**src/rtl/dwr_pkg.sv**
```systemverilog
package dwr_pkg;

  localparam int DWR_CODE_W  = 8;
  localparam int DWR_FRAME_W = 1 + 2 * DWR_CODE_W;

  typedef logic [DWR_CODE_W-1:0] code_t;

  // Field order matches shift order: stack bit leaves the register first.
  typedef struct packed {
    logic  stack;
    code_t w1;
    code_t w0;
  } frame_t;

  typedef enum logic [1:0] {
    SEL_NONE = 2'b00,
    SEL_POT0 = 2'b01,
    SEL_POT1 = 2'b10
  } mux_sel_e;

  function automatic frame_t bits_to_frame(logic [DWR_FRAME_W-1:0] bits);
    return frame_t'(bits);
  endfunction

  function automatic logic [DWR_FRAME_W-1:0] frame_to_bits(frame_t f);
    return {f.stack, f.w1, f.w0};
  endfunction

  function automatic mux_sel_e select_of(logic stack);
    return stack ? SEL_POT1 : SEL_POT0;
  endfunction

  function automatic code_t pick_code(frame_t f);
    return f.stack ? f.w1 : f.w0;
  endfunction

endpackage

```
**src/rtl/dwr_sync.sv**
```systemverilog
module dwr_sync #(
  parameter int WIDTH  = 3,
  parameter int STAGES = 2
) (
  input  logic             clk,
  input  logic             rst_n,
  input  logic [WIDTH-1:0] async_in,
  output logic [WIDTH-1:0] sync_out
);

  localparam int LAST = STAGES - 1;

  logic [STAGES-1:0][WIDTH-1:0] chain;

  always_ff @(posedge clk or negedge rst_n) begin
    if (!rst_n) begin
      chain <= '0;
    end else begin
      chain[0] <= async_in;
      for (int i = 1; i < STAGES; i++) begin
        chain[i] <= chain[i-1];
      end
    end
  end

  assign sync_out = chain[LAST];

endmodule

```
**src/rtl/dwr_edges.sv**
```systemverilog
module dwr_edges (
  input  logic clk,
  input  logic rst_n,
  input  logic en_s,
  input  logic sclk_s,
  output logic ev_load,
  output logic ev_commit,
  output logic ev_shift
);

  logic en_prev;
  logic sclk_prev;

  always_ff @(posedge clk or negedge rst_n) begin
    if (!rst_n) begin
      en_prev   <= 1'b0;
      sclk_prev <= 1'b0;
    end else begin
      en_prev   <= en_s;
      sclk_prev <= sclk_s;
    end
  end

  logic sclk_rise;
  assign sclk_rise = sclk_s & ~sclk_prev;

  assign ev_load   = en_s & ~en_prev;
  assign ev_commit = ~en_s & en_prev;
  // A transaction edge takes precedence over a serial clock edge in the same cycle.
  assign ev_shift  = sclk_rise & en_s & en_prev;

  AST_EVENTS_EXCLUSIVE: assert property (@(posedge clk) disable iff (!rst_n)
    $countones({ev_load, ev_commit, ev_shift}) <= 1);

endmodule

```
**src/rtl/dwr_shifter.sv**
```systemverilog
module dwr_shifter
  import dwr_pkg::*;
(
  input  logic                   clk,
  input  logic                   rst_n,
  input  logic                   ev_load,
  input  logic                   ev_shift,
  input  logic                   din,
  input  logic [DWR_FRAME_W-1:0] preload,
  output logic [DWR_FRAME_W-1:0] stages,
  output logic                   dout
);

  localparam int TOP = DWR_FRAME_W - 1;

  always_ff @(posedge clk or negedge rst_n) begin
    if (!rst_n) begin
      stages <= '0;
    end else if (ev_load) begin
      stages <= preload;
    end else if (ev_shift) begin
      stages <= {stages[TOP-1:0], din};
    end
  end

  assign dout = stages[TOP];

  AST_IDLE_HOLD: assert property (@(posedge clk) disable iff (!rst_n)
    (!ev_load && !ev_shift) |=> $stable(stages));

  AST_SHIFT_STEP: assert property (@(posedge clk) disable iff (!rst_n)
    (ev_shift && !ev_load) |=> (stages == {$past(stages[TOP-1:0]), $past(din)}));

  AST_PRELOAD: assert property (@(posedge clk) disable iff (!rst_n)
    ev_load |=> (stages == $past(preload)));

endmodule

```
**src/rtl/dwr_commit.sv**
```systemverilog
module dwr_commit
  import dwr_pkg::*;
(
  input  logic                   clk,
  input  logic                   rst_n,
  input  logic                   ev_commit,
  input  logic [DWR_FRAME_W-1:0] stages,
  output frame_t                 held
);

  always_ff @(posedge clk or negedge rst_n) begin
    if (!rst_n) begin
      held <= '0;
    end else if (ev_commit) begin
      held <= bits_to_frame(stages);
    end
  end

  AST_COMMIT_TAKE: assert property (@(posedge clk) disable iff (!rst_n)
    ev_commit |=> (frame_to_bits(held) == $past(stages)));

  AST_COMMIT_HOLD: assert property (@(posedge clk) disable iff (!rst_n)
    !ev_commit |=> $stable(held));

endmodule

```
**src/rtl/dual_wiper_ctrl.sv**
```systemverilog
module dual_wiper_ctrl
  import dwr_pkg::*;
#(
  parameter int SYNC_STAGES = 2
) (
  input  logic                  clk,
  input  logic                  rst_n,
  input  logic                  ser_en,
  input  logic                  ser_clk,
  input  logic                  ser_din,
  output logic                  ser_dout,
  output logic [DWR_CODE_W-1:0] wiper0,
  output logic [DWR_CODE_W-1:0] wiper1,
  output logic                  stack_sel,
  output logic [1:0]            mux_sel,
  output logic [DWR_CODE_W-1:0] mux_code
);

  localparam int LINE_CNT = 3;

  logic [LINE_CNT-1:0] lines_s;
  logic en_s, sclk_s, din_s;

  // All three lines share one synchronizer so they stay aligned.
  dwr_sync #(.WIDTH(LINE_CNT), .STAGES(SYNC_STAGES)) sync_i (
    .clk      (clk),
    .rst_n    (rst_n),
    .async_in ({ser_en, ser_clk, ser_din}),
    .sync_out (lines_s)
  );

  assign {en_s, sclk_s, din_s} = lines_s;

  logic ev_load, ev_commit, ev_shift;

  dwr_edges edges_i (
    .clk       (clk),
    .rst_n     (rst_n),
    .en_s      (en_s),
    .sclk_s    (sclk_s),
    .ev_load   (ev_load),
    .ev_commit (ev_commit),
    .ev_shift  (ev_shift)
  );

  frame_t                 held;
  logic [DWR_FRAME_W-1:0] stages;

  dwr_shifter shifter_i (
    .clk      (clk),
    .rst_n    (rst_n),
    .ev_load  (ev_load),
    .ev_shift (ev_shift),
    .din      (din_s),
    .preload  (frame_to_bits(held)),
    .stages   (stages),
    .dout     (ser_dout)
  );

  dwr_commit commit_i (
    .clk       (clk),
    .rst_n     (rst_n),
    .ev_commit (ev_commit),
    .stages    (stages),
    .held      (held)
  );

  assign wiper0    = held.w0;
  assign wiper1    = held.w1;
  assign stack_sel = held.stack;
  assign mux_sel   = select_of(held.stack);
  assign mux_code  = pick_code(held);

  AST_MUX_ONEHOT: assert property (@(posedge clk) disable iff (!rst_n)
    $countones(mux_sel) == 1);

endmodule

```
**config.mk**
```make
export PLATFORM = sky130hd
export DESIGN_NAME = dual_wiper_ctrl
export DESIGN_NICKNAME = d
export VERILOG_FILES = /design/src/rtl/dwr_pkg.sv /design/src/rtl/dwr_sync.sv /design/src/rtl/dwr_edges.sv /design/src/rtl/dwr_shifter.sv /design/src/rtl/dwr_commit.sv /design/src/rtl/dual_wiper_ctrl.sv
export SDC_FILE = /design/constraint.sdc
export NUM_CORES = 1
export LEC_CHECK = 0
export BUFFER_PORTS_ARGS = -buffer_cell sky130_fd_sc_hd__buf_2
export CORE_ASPECT_RATIO = 1.75
export CORE_UTILIZATION = 45
export CTS_CLUSTER_SIZE = 25
export DETAILED_ROUTE_END_ITERATION = 7
export PLACE_DENSITY = 0.65
export SLEW_MARGIN = 10
export SYNTH_ARGS = -nofsm -noshare
export SYNTH_HDL_FRONTEND = slang
export SYNTH_HIERARCHICAL = 1
export SYNTH_SLANG_ARGS = --single-unit
```
**constraint.sdc**
```tcl
create_clock -name clk -period 3.22 [get_ports clk]
set_input_delay 0.644 -clock clk [delete_from_list [all_inputs] [get_ports clk]]
set_output_delay 0.644 -clock clk [all_outputs]
set_load 0.1 [all_outputs]
```
Word level (Yosys, flattened, before mapping)
Index checks and enable logic that the tools add are counted.
Widths: inputs -> output; s select.
- register bits after elaboration: 42
- output and inout port bits: 28
- logic and storage cells: 21
- input bits: 5
- mux-type cells: 4
- reductions and logical operators: 1
- bitwise gates (word level): 8
- operators with widths (operator ; number):
    $mux 17 ; 2
    $mux 8 ; 1
    $and 1x1->1 ; 5
    $not 1->1 ; 3
    $mux 2 ; 1
    $reduce_bool 2->1 ; 1

Logic depth before layout (Yosys ltp)
- depth after elaboration: 6
- gate-level depth with buffers: 6
- depth with buffers taken out: 3

Cells and area by module
The synthesis kept the hierarchy.
- modules (own cells, without submodules) (module ; sequential area each (um^2) ; instances ; area each (um^2) ; cells an instance):
    dwr_shifter ; 425.4 ; 1 ; 800.8 ; 74
    dwr_commit ; 425.4 ; 1 ; 685.7 ; 36
    dwr_sync ; 150.1 ; 1 ; 172.7 ; 9
    dual_wiper_ctrl ; 0.0 ; 1 ; 142.6 ; 11
    dwr_edges ; 50.0 ; 1 ; 72.6 ; 5

Worst setup path after synthesis
Ideal clock, no wire load.
- path type: register to output
- from: reg, netlist name commit_i/held[16]
- to: out mux_sel[0]
- stages on the path, launching flop included: 3
- data arrival time: 1665 ps
- path slack: 911 ps
- required time: 2576 ps
- cells stage by stage: dfrtp_1 > buf_6 > inv_1
- word-level cells in the longest chain between the ends: 1
- ends and longest elaborated chain (element ; line ; RTL):
    $mux 2 ; dwr_pkg.sv:30 ; return stack ? SEL_POT1 : SEL_POT0;
    to (decl) ; dual_wiper_ctrl.sv:15 ; output logic [1:0] mux_sel,
Every way passes these cells.

Final worst setup path
- from: reg, netlist name commit_i/held[16]
- to: out mux_code[7]
- word-level cells in the longest chain between the ends: 1
- ends and longest elaborated chain (element ; line ; RTL):
    $mux 8 ; dwr_pkg.sv:34 ; return f.stack ? f.w1 : f.w0;
    to (decl) ; dual_wiper_ctrl.sv:16 ; output logic [DWR_CODE_W-1:0] mux_code
Every way passes these cells.

==> flow_summary.toml <==
[layout]
n_antenna_cell = 0
drive_above_1_share = 0.415
fin_area_mm2 = 0.00210
area_growth_pct = 11.8
nets = 168

[floorplanning]
rows = 30
core_area_mm2 = 0.00394
start_util = 0.476
die_w_um = 50.8
dieHeight_um = 87.4
die_area_mm2 = 0.00444
io-pin-count = 33

[worst_setup_path]
crit_path_end_kind = "output port"
reg2reg_depth = 3
crit_fanout = 13
cp-start-kind = "flip-flop"
crit_required_ns = 2.58
worstSetupPathType = "reg -> out"
r2r_setup_slack_ns = 1.40
regToRegStartpoint = "edges_i/sclk_prev"
cp-startpoint = "commit_i/held[16]"
r2r-end = "shifter_i/stages[14]"
worstPathArrival_ns = 1.70
endpoint = "mux_code[7]"

[yosys]
syn_area_mm2 = 0.00187
synth_warnings = 6
synth_commonest_cells = "dfrtp_1, mux2_4, mux2i_1, nand2_1, o21ai_1"
ys.flop_type = "dfrtp_1"
syn_nets = 140
ys_ff_latch = 42
synth.largest_area_cell = "dfrtp_1"
yosysMostFrequentCell = "dfrtp_1"
yosysSeqAreaShare = 0.561
async_reset_ff_frac = 1.00
synth_area_per_cell_um2 = 13.9
synth_top_area_share = 0.561
synth_edf_count = 0
ys_top_cells_by_area = "dfrtp_1, mux2_4, mux2i_1"
synth.distinct_cells = 16
synthCells = 135

[pwr]
p_clk_frac = 0.316
leakage_nw = 1.03
netSwitchingFraction = 0.324
switchingPower_w = 0.000406
internal-power_w = 0.000848
power.density_mw_per_mm2 = 598
design_power_total_w = 0.00125
seqPwrFrac = 0.462
pwr-share-comb = 0.222
irDropWorstVdd_mv = 0.564

[sta]
fin_worst_skew_ns = 0.00979
fmax_mhz = 426
setup_viol = 0
holdWs_ns = 0.352
worst_pin_slew_ns = 1.02
drv_slew = 0
setup_tns_ns = 0
timing.slew.headroom = 0.319
finalCritPeriodShare = 0.729
rsz0062_at_grt = "false"
hold_viol_final = 0
min_period_ns = 2.35

[clock_network]
cts_tree = "built"
cts_buffers = 5
post_cts_buffers = 0
htree_levels = 2
postCtsHoldBufs = 0
cts_buffer_depth = 2
clk_pin_slew_ns = 0.07
clk-insertion-delay-late_ns = 0.29
clock_sinks = 42
cts-root-buf = "clkbuf_8"
cts-resized-gates = 0

[global_routing]
grt_max_degree = 43
first_global_vias = 1158
grt.overflow.total = 0
grt_use_total = 0.169
grt_pass1_wl_um = 5530
antenna_found_initial = 0

[place]
placed_area_mm2 = 0.00199
gp_congestion = 0.812
dpl.hpwl_um = 2240
port_buffers = 32

[drt]
postRouteAntennaNets = 0
drc = 0
num_vias = 1087
dr.first_iter.drc_count = 25
viasPerCell = 5.13
post_drt_wl_per_cell_um = 15.3
firstDrtPassIters = 6
drt_wl_total_um = 3240

[flow_run]
drv_cap = 0

[status]
status = "complete, no violations"

[worst_hold_path]
hp-class = "reg -> reg"
flip-flops by register name (all words and copies together) (netlist names):
name,cells
shifter_i/stages,17
edges_i/sclk_prev,1
commit_i/held,17
edges_i/en_prev,1
sync_i/sync_out,3
sync_i/chain,3
per-layer routing:
layer	vias up	global-route usage	wire length (um)
met5	-	0	0
met4	0	0.0682	53
met3	6	0.0349	172
met2	39	0.296	1650
met1	528	0.199	1370
li1	514	-	-
how the worst min path moves through the flow:
stage	depth (start not counted)	to	startpoint	slack, ns
4_1_cts	0	sync_i/sync_out[0]	sync_i/chain[0]	0.35
6_report	0	sync_i/sync_out[0]	sync_i/chain[0]	0.35
2_1_floorplan	0	sync_i/sync_out[0]	sync_i/chain[0]	0.33
5_1_grt	0	sync_i/sync_out[1]	sync_i/chain[1]	0.37
3_5_place_dp	0	sync_i/sync_out[1]	sync_i/chain[1]	0.34
3_3_place_gp	0	sync_i/sync_out[0]	sync_i/chain[0]	0.33
cell type report:
class	instances	area [um^2]
fill	361	1850
sequential	42	1050
multi-input combinational	79	699
timing repair buffer	34	175
clock buffer	7	76.3
tap	48	60.1
clock inverter	1	30.0
inverter	1	3.75
kinds of logic (layout without fill, tap and decap cells):
| group | count (synthesis) | in the layout | share of synthesized area |
|---|---|---|---|
| muxes | 42 | 42 | 0.277 |
| DFF | 42 | 42 | 0.561 |
| and+or+nand+nor | 20 | 20 | 0.0461 |
| AOI/OAI and AO/OA | 17 | 17 | 0.0474 |
| buffers and inverters | 14 | 43 | 0.0688 |
cells in the final DEF (no fill, tap or decap):
master	n
and4b_1	1
buf_2	32
buf_4	2
bufinv_16	1
clkbuf_1	2
clkbuf_8	5
dfrtp_1	42
inv_1	1
mux2_2	7
mux2_4	18
mux2i_1	17
nand2_1	17
nor2b_2	2
o21ai_0	7
o21ai_1	9
o21ai_2	1
worst max-delay path, cell delays in order, from the launching register on:
cell	delay (ns)
dfrtp_1	0.74
mux2_4	0.26
buf_2	0.42
power by group through the flow:
stage | clock, W | combinational, W | sequential [W]
2_1_floorplan | 0 | 0.000161 | 0.000667
3_3_place_gp | 0 | 0.000277 | 0.000587
3_5_place_dp | 0 | 0.000281 | 0.000590
4_1_cts | 0.000410 | 0.000282 | 0.000580
5_1_grt | 0.000433 | 0.000291 | 0.000583
6_report | 0.000396 | 0.000278 | 0.000579
through the flow:
stage,instances,util,worst slack (ns)
floorplan,135,-,0.911
global placement,204,0.505,1.17
detailed placement,204,0.505,1.15
CTS,212,0.532,0.826
global route,212,0.532,0.763
finish,212,0.532,0.871
Note: power is estimated with default switching activity, not from simulation.
